**src/rtl/pte_walk_pkg.sv**
```systemverilog
package pte_walk_pkg;
  typedef enum logic [2:0] {
    ST_IDLE,
    ST_RD_REQ,
    ST_RD_WAIT,
    ST_EVAL,
    ST_WR_REQ,
    ST_DONE
  } walk_state_t;
endpackage

```
**src/rtl/pte_addr_gen.sv**
```systemverilog
module pte_addr_gen #(
  parameter int ADDR_W     = 32,
  parameter int VPN_W      = 20,
  parameter int ENTRY_LOG2 = 2
) (
  input  logic [ADDR_W-1:0] base,
  input  logic [VPN_W-1:0]  vpn,
  output logic [ADDR_W-1:0] entry_addr
);
  always_comb begin
    entry_addr = base + (ADDR_W'(vpn) << ENTRY_LOG2);
  end
endmodule

```
**src/rtl/pte_flag_update.sv**
```systemverilog
module pte_flag_update #(
  parameter int PTE_W   = 32,
  parameter int PRES_BIT = 31,
  parameter int MOD_BIT  = 30,
  parameter int USED_BIT = 29
) (
  input  logic [PTE_W-1:0] pte_in,
  input  logic             is_store,
  output logic             present,
  output logic [PTE_W-1:0] pte_out,
  output logic             need_wb
);
  logic [PTE_W-1:0] set_mask;

  always_comb begin
    set_mask = '0;
    set_mask[USED_BIT] = 1'b1;
    if (is_store) set_mask[MOD_BIT] = 1'b1;
    present = pte_in[PRES_BIT];
    pte_out = pte_in | set_mask;
    need_wb = present && (pte_out != pte_in);
  end
endmodule

```
**src/rtl/pte_walker.sv**
```systemverilog
module pte_walker
  import pte_walk_pkg::*;
#(
  parameter int VA_W       = 32,
  parameter int PAGE_W     = 12,
  parameter int ADDR_W     = 32,
  parameter int PTE_W      = 32,
  parameter int PPN_W      = 20,
  parameter int ENTRY_LOG2 = 2,
  parameter int PRES_BIT   = 31,
  parameter int MOD_BIT    = 30,
  parameter int USED_BIT   = 29
) (
  input  logic              clk,
  input  logic              rst_n,
  input  logic              base_wr_en,
  input  logic [ADDR_W-1:0] base_wr_data,
  input  logic              req_valid,
  output logic              req_ready,
  input  logic [VA_W-1:0]   req_vaddr,
  input  logic              req_store,
  output logic              rsp_valid,
  output logic [PPN_W+PAGE_W-1:0] rsp_paddr,
  output logic              rsp_fault,
  output logic              mem_req_valid,
  input  logic              mem_req_ready,
  output logic              mem_req_we,
  output logic [ADDR_W-1:0] mem_req_addr,
  output logic [PTE_W-1:0]  mem_req_wdata,
  input  logic              mem_rsp_valid,
  input  logic [PTE_W-1:0]  mem_rsp_rdata
);
  localparam int VPN_W = VA_W - PAGE_W;
  localparam int PA_W  = PPN_W + PAGE_W;

  walk_state_t       state_q, state_d;
  logic [ADDR_W-1:0] base_q;
  logic [ADDR_W-1:0] ent_addr_q, ent_addr_d;
  logic [PAGE_W-1:0] offset_q;
  logic              store_q;
  logic [PTE_W-1:0]  pte_q;
  logic              present;
  logic              need_wb;
  logic [PTE_W-1:0]  pte_upd;
  logic              accept;

  assign accept = req_valid && req_ready;

  pte_addr_gen #(
    .ADDR_W(ADDR_W), .VPN_W(VPN_W), .ENTRY_LOG2(ENTRY_LOG2)
  ) u_addr (
    .base(base_q),
    .vpn(req_vaddr[VA_W-1:PAGE_W]),
    .entry_addr(ent_addr_d)
  );

  pte_flag_update #(
    .PTE_W(PTE_W), .PRES_BIT(PRES_BIT), .MOD_BIT(MOD_BIT), .USED_BIT(USED_BIT)
  ) u_flags (
    .pte_in(pte_q),
    .is_store(store_q),
    .present(present),
    .pte_out(pte_upd),
    .need_wb(need_wb)
  );

  always_comb begin
    state_d = state_q;
    unique case (state_q)
      ST_IDLE:    if (accept) state_d = ST_RD_REQ;
      ST_RD_REQ:  if (mem_req_ready) state_d = ST_RD_WAIT;
      ST_RD_WAIT: if (mem_rsp_valid) state_d = ST_EVAL;
      ST_EVAL:    state_d = need_wb ? ST_WR_REQ : ST_DONE;
      ST_WR_REQ:  if (mem_req_ready) state_d = ST_DONE;
      ST_DONE:    state_d = ST_IDLE;
      default:    state_d = ST_IDLE;
    endcase
  end

  always_ff @(posedge clk) begin
    if (!rst_n) begin
      state_q    <= ST_IDLE;
      base_q     <= '0;
      ent_addr_q <= '0;
      offset_q   <= '0;
      store_q    <= 1'b0;
      pte_q      <= '0;
    end else begin
      state_q <= state_d;
      if (base_wr_en) base_q <= base_wr_data;
      if (accept) begin
        ent_addr_q <= ent_addr_d;
        offset_q   <= req_vaddr[PAGE_W-1:0];
        store_q    <= req_store;
      end
      if (state_q == ST_RD_WAIT && mem_rsp_valid) pte_q <= mem_rsp_rdata;
    end
  end

  assign req_ready     = (state_q == ST_IDLE);
  assign mem_req_valid = (state_q == ST_RD_REQ) || (state_q == ST_WR_REQ);
  assign mem_req_we    = (state_q == ST_WR_REQ);
  assign mem_req_addr  = ent_addr_q;
  assign mem_req_wdata = mem_req_we ? pte_upd : '0;
  assign rsp_valid     = (state_q == ST_DONE);
  assign rsp_fault     = rsp_valid && !present;
  assign rsp_paddr     = (rsp_valid && present) ? PA_W'({pte_q[PPN_W-1:0], offset_q}) : '0;

  // accepting a request makes the unit busy on the next cycle
  p_busy_after_accept_r1: assert property (@(posedge clk) disable iff (!rst_n)
    (req_valid && req_ready) |=> !req_ready);

  // a stalled memory request holds its contents
  p_hold_mem_req_r9: assert property (@(posedge clk) disable iff (!rst_n)
    (mem_req_valid && !mem_req_ready) |=>
      (mem_req_valid && $stable(mem_req_we) && $stable(mem_req_addr) && $stable(mem_req_wdata)));

  // result is a single-cycle pulse followed by idle
  p_done_pulse_r10: assert property (@(posedge clk) disable iff (!rst_n)
    rsp_valid |=> (!rsp_valid && req_ready));

  // a non-resident entry is never written back
  p_no_fault_write_r5: assert property (@(posedge clk) disable iff (!rst_n)
    (mem_req_valid && mem_req_we) |-> mem_req_wdata[PRES_BIT]);

  // written-back entries always carry the recently-used flag
  p_wb_used_r6: assert property (@(posedge clk) disable iff (!rst_n)
    (mem_req_valid && mem_req_we) |-> mem_req_wdata[USED_BIT]);

  // a fault result never reports an address
  p_fault_zero_addr_r5: assert property (@(posedge clk) disable iff (!rst_n)
    rsp_fault |-> (rsp_valid && rsp_paddr == '0));
endmodule

```
**config.mk**
```make
export PLATFORM = sky130hd
export DESIGN_NAME = pte_walker
export DESIGN_NICKNAME = d
export VERILOG_FILES = /design/src/rtl/pte_walk_pkg.sv /design/src/rtl/pte_addr_gen.sv /design/src/rtl/pte_flag_update.sv /design/src/rtl/pte_walker.sv
export SDC_FILE = /design/constraint.sdc
export NUM_CORES = 1
export LEC_CHECK = 0
export BUFFER_PORTS_ARGS = -buffer_cell sky130_fd_sc_hd__buf_2
export CAP_MARGIN = 20
export CORE_MARGIN = 10
export CORE_UTILIZATION = 51
export DETAILED_ROUTE_END_ITERATION = 7
export GPL_TIMING_DRIVEN = 0
export PLACE_DENSITY_LB_ADDON = 0.3
export SKIP_LAST_GASP = 1
export SLEW_MARGIN = 20
export SYNTH_ARGS = -nofsm -noshare
export SYNTH_HDL_FRONTEND = slang
export SYNTH_SLANG_ARGS = --single-unit
```
**constraint.sdc**
```tcl
create_clock -name clk -period 3 [get_ports clk]
set_input_delay 0.45 -clock clk [delete_from_list [all_inputs] [get_ports clk]]
set_output_delay 0.45 -clock clk [all_outputs]
set_load 0.02 [all_outputs]
```
-- After elaboration in Yosys (flattened, before gate mapping)
Cells that the tools add are included.
Widths: inputs -> output; s select.
- memory bits (read-only): 0
- input bits: 103
- logic and storage cells: 36
- flip-flop bits (word level): 112
- memories: 0
- memory bits (writable): 0
- bits in latches: 0
- divide/modulo/power cells: 0
- add/sub/neg operators: 1
- shift-type cells: 0
- multiplexer cells: 9
- bitwise logic cells: 1
- equality and inequality tests: 10
- reductions and logical operators: 9
- order comparisons: 0
- multipliers: 0
- operator list (kind ; count):
    $mux 32 ; 2
    $add 32x22->32 ; 1
    $ne 32x32->1 ; 1
    $or 32x31->32 ; 1
    $pmux 3 s5 ; 1
    $mux 3 ; 4
    $eq 3x2->1 const B ; 2
    $eq 3x3->1 const B ; 2
    $ne 2x2->1 const B ; 3
    $logic_and 1x1->1 ; 5
    $reduce_and 4->1 ; 1
    $eq 3x1->1 const B ; 1
    $logic_not 3->1 ; 1
    $mux 1 ; 2
    $ne 2x1->1 const B ; 1
    $logic_not 1->1 ; 1
    $logic_or 1x1->1 ; 1

-- Longest topological paths before layout
- depth after elaboration: 6
- depth in mapped cells: 10
- gate-level depth less buffers: 10

-- Cells and area by module
A second synthesis with hierarchy kept.
- cells, all modules: 808
- area total of the unflattened synthesis: 6697.7 µm²
- modules (own cells, without submodules) (module ; instances ; area each (µm²) ; seq. area each (µm²) ; cells an instance):
    pte_walker ; 1 ; 4944.7 ; 2242.2 ; 545
    pte_addr_gen ; 1 ; 1488.9 ; 0.0 ; 227
    pte_flag_update ; 1 ; 264.0 ; 0.0 ; 36

-- Worst setup path after synthesis
No wires, ideal clock.
- kind: input port to flip-flop
- start point: input req_vaddr[12]
- end point: register ent_addr_q[24], in the netlist mem_req_addr[24]
- arrival: 2389 ps
- slack: 537 ps
- library setup time: 74 ps
- stages on the path: 10
- path buffers: 0
- path through: ha_1 > inv_1 > fa_1 > and2b_2 > o2111ai_1 > a21oi_2 > o211ai_2 > o21a_1 > or3_1 > a31oi_1
- longest elaborated chain between the ends: 1
- ends and longest elaborated chain (item ; line ; RTL):
    from (decl) ; pte_walker.sv:20 ; input logic [VA_W-1:0] req_vaddr,
    $add 32x22->32 ; pte_addr_gen.sv:11 ; entry_addr = base + (ADDR_W'(vpn) << ENTRY_LOG2);
    to (signal assigned) ; pte_walker.sv:92 ; ent_addr_q <= ent_addr_d;
    to (decl) ; pte_walker.sv:38 ; logic [ADDR_W-1:0] ent_addr_q, ent_addr_d;
No other way between the ends.
A chain may end at the register's enable or synchronous reset.

-- Final worst setup path
- start point: register state_q[0]
- end point: output rsp_paddr[22]
- longest elaborated chain between the ends: 3
- ends and longest elaborated chain (item ; line ; RTL):
    from (decl) ; pte_walker.sv:36 ; walk_state_t state_q, state_d;
    from (signal assigned) ; pte_walker.sv:89 ; state_q <= state_d;
    $eq 3x3->1 ; pte_walker.sv:105 ; assign rsp_valid = (state_q == ST_DONE);
    $logic_and 1x1->1 ; pte_walker.sv:107 ; assign rsp_paddr = (rsp_valid && present) ? PA_W'({pte_q[PPN_W-1:0], offset_q}) : '0;
    $mux 32 ; pte_walker.sv:107 ;
    to (decl) ; pte_walker.sv:23 ; output logic [PPN_W+PAGE_W-1:0] rsp_paddr,
No other way between the ends.

==> metrics <==
Worst Hold Class=input pin to flip-flop; hold_sp=req_vaddr[5]; NumNets Final=1040; Max Root-Sink Buffers=2; die area=between 0.015 and 0.02 mm²; flops & latches, synth=112; Mapped Avg Cell Area=about 8.4 µm²; outcome=completed; Post-Syn Area=roughly 0.006 mm²; DRT iter0 DRCs=290; vias post-DR=approximately 5500; Pint=roughly 2.6 mW; endpoints failing setup=0; proportion of layout cells with a drive suffix above 1=25.8%; Core ar.=0.0114 mm²; Setup TNS Final=0 ps; CTS sink cnt=~110; Leak=3.44 nW; Worst Hold Path EP=offset_q[5]$_SDFFE_PN0P_; post-synthesis cell count=around 700; Clk pin slew, worst setup/hold paths=70 ps; EDFF count, synth=0; power per standard cell area=between 400 and 500 mW/mm²; final setup slack of the worst path=320 ps; Final ANT Viol Nets=0; first-pass GRT wire length=~27000 µm; worst setup path startpoint=state_q[0]$_SDFFE_PN0P_; critical path data arrival time=between 2000 and 2500 ps; Worst Max-Slew Pin Slew=784 ps; gr usage total=20.2%; Worst Path Required=around 2600 ps; n_diodes=0; Logic pwr share=roughly a fifth; hpwl dp=about 14000 µm; Worst path max stage delay=310 ps; Site Rows=39; RSZ-0062 raised after global routing=false; Syn Nets=828; endpoint class of the critical path=output pin; Flop pwr share=between 40 and 50%; drt drc=0; Synth Area in Adders=under 10%; DP Cell Count=~1000; P_sw=between 1 and 1.5 mW; crit-path cells=clkbuf_1 -> nor2b_1 -> and3_1 -> clkbuf_1 -> and2_1 -> buf_2; total CTS buffers=9; Clock Skew=5.88 ps; buffers added on ports=~200; Synth cell types=54; slew margin rel.=47.8%; Worst-Skew Late Latency=about 350 ps; Synth Area in Simple Gates=a little over a quarter; Clk pwr share=between 30% and 40%; CTS tree=yes; cells on worst reg2reg path=9; Top delay family on crit path=buffers and inverters; htree depth=3; gpl congestion=slightly below 0.9; Final Max Tran Viols=0; Synth Area in Compound Gates=around 17%; largest net degree at the start of global routing=19; Starting Density=51.8%; Root Buffer=clkbuf_16; WS Path Type=flip-flop to output pin; max-cap violations=0; drt total wl=approximately 17000 µm; Routed WL per cell=between 15 and 20 µm; initial antenna violation count=1; Tcrit/Tclk final=between 80 and 90%; Top Ports=204; largest family of logic cells by synthesized area=simple AND/OR/NAND/NOR gates; Area Growth Syn to Fin=25.9%; die height=between 100 and 150 µm; worst ir drop on vdd=approximately 0.00026 V; switching share of power=28.1%; Crit path top cell by count=clkbuf_1; drt first pass iters=4; multiplexer area fraction after synthesis=between 5 and 6%; Placement Setup Slack=between 200 and 250 ps; worst flop-to-flop path startpoint=base_q[17]$_SDFFE_PN0P_; Fmax=0.373 GHz; min Tclk post-route=approximately 2700 ps; gr ovfl total=0; via density per instance=a little over 5; worst r2r dst=mem_req_addr[27]$_SDFFE_PN0P_; Fin Hold WS=around 340 ps; Post-Synth XOR/XNOR Area=2.38%; ys flop type=dfxtp_1; Die Wd=127 µm; Worst Setup Start Kind=flip-flop; YS warnings=0; cts hold-fix bufs=0; final hold viol count=0; CP max FO=10; Seq/Total Area, Yosys=about two fifths; CP Buf/Inv Count=3; reg2reg setup slack=~400 ps; worst hold stages=3; number of global-route vias before repair=between 5000 and 6000; FFs w/ async S/R, synth=0%; final cell count without fillers=1064; CP max-delay cell=dfxtp_1
[power groups by stage]
| stage | Sequential [mW] | Combinational (mW) | Clock (mW) |
|---|---|---|---|
| after global placement | 1.67 | 0.688 | 0 |
| after floorplan | 1.71 | 0.405 | 0 |
| after CTS | 1.64 | 0.702 | 1.33 |
| final | 1.64 | 0.699 | 1.32 |
| after global routing | 1.65 | 0.773 | 1.38 |
| after detailed placement | 1.67 | 0.697 | 0 |
[worst min-delay path, stage by stage]
cell and delay, ps:
buf_2 100, nand2_1 40, a21boi_0 60
[layout make-up]
cell class                      count  area [µm²]
Inverter                           11        41.3
Buffer                             49         239
Clock buffer                       10         239
Fill cell                        1015        3960
Sequential cell                   112        2240
Tap cell                          143         179
Multi-Input combinational cell    532        3370
Clock inverter                      6        92.6
Timing Repair Buffer              201        1010
[sequential cells by signal, indices dropped and copies added, names as in the netlist]
signal / count
base_q: 32
mem_req_addr: 32
offset_q: 12
pte_q: 32
state_q: 3
store_q: 1
[metrics by stage]
| step | utilization (%) | total power [mW] | cell area (µm²) |
|---|---|---|---|
| after detailed placement | 62.2 | 2.37 | 7070 |
| after CTS | 65.1 | 3.67 | 7400 |
| after global placement | 62.2 | 2.35 | 7070 |
| after global routing | 65.1 | 3.80 | 7410 |
| after floorplan | - | 2.12 | 5880 |
| final | 65.1 | 3.65 | 7410 |
[synth_stat cells (4+ instances only)]
cell type,number,area (µm²)
inv_1,11,41.3
dfxtp_1,112,2240
o21ai_0,31,155
mux2i_1,32,320
o211ai_1,4,30.0
a21oi_1,25,125
and3_1,6,37.5
a21boi_0,49,368
nor3_1,4,20.0
a21o_1,10,75.1
a31oi_1,8,50.1
ha_1,20,250
nor2b_1,40,250
nand2_1,120,450
nand3_1,22,110
xor2_1,9,78.8
nand4_1,13,81.3
nor2_1,13,48.8
xnor2_1,7,61.3
clkbuf_1,39,146
and2_1,72,450
a211oi_1,9,67.6
[worst max path at each step]
stage / depth (start not counted) / slack [ps] / to
after global routing: 6 / 110 / rsp_paddr[2]
after CTS: 5 / 130 / mem_req_wdata[30]
after detailed placement: 11 / 240 / mem_req_addr[24]$_SDFFE_PN0P_
after global placement: 11 / 250 / mem_req_addr[24]$_SDFFE_PN0P_
final: 6 / 320 / rsp_paddr[22]
after floorplan: 10 / 540 / mem_req_addr[24]$_SDFFE_PN0P_
[cells in the final DEF, fill, tap and decap left out, drive strengths merged, types with 3 or more instances in the layout]
cell type / count
nand4: 14
dfxtp: 112
xnor2: 7
buf: 208
nand3: 22
nand3b: 3
and2: 72
mux2i: 32
o21a: 3
nor3: 4
o21ai: 32
xor2: 9
nand2b: 3
and3: 7
a31oi: 8
nor2: 13
clkbuf: 50
a21oi: 26
nor2b: 40
nor3b: 3
ha: 20
o211ai: 5
nand2: 120
a21boi: 49
a21o: 11
inv: 11
a211oi: 9
nand4b: 3
[cell families (layout without fill, tap and decap cells)]
kind of cell / Yosys count / count (layout)
simple gates: 311 / 311
compound gates: 152 / 152
flops: 112 / 112
buf+inv: 60 / 277
mux: 32 / 32
fa+ha+maj: 21 / 21
xor+xnor: 16 / 16
[layer usage]
| metal | routed length (µm) | track usage [%] | up-vias |
|---|---|---|---|
| li1 | - | - | 2819 |
| met2 | 8430 | 36.1 | 181 |
| met5 | 13 | 0 | - |
| met3 | 1530 | 5.87 | 14 |
| met1 | 7130 | 22.6 | 2494 |
| met4 | 155 | 5.83 | 2 |
[repair_timing]
item,in CTS,in global routing
endpoints found under the setup margin,0,9
gates resized for setup,0,1
hold endpoints to repair,0,0
buffers inserted,0,0
(Power assumes the default switching activity.)
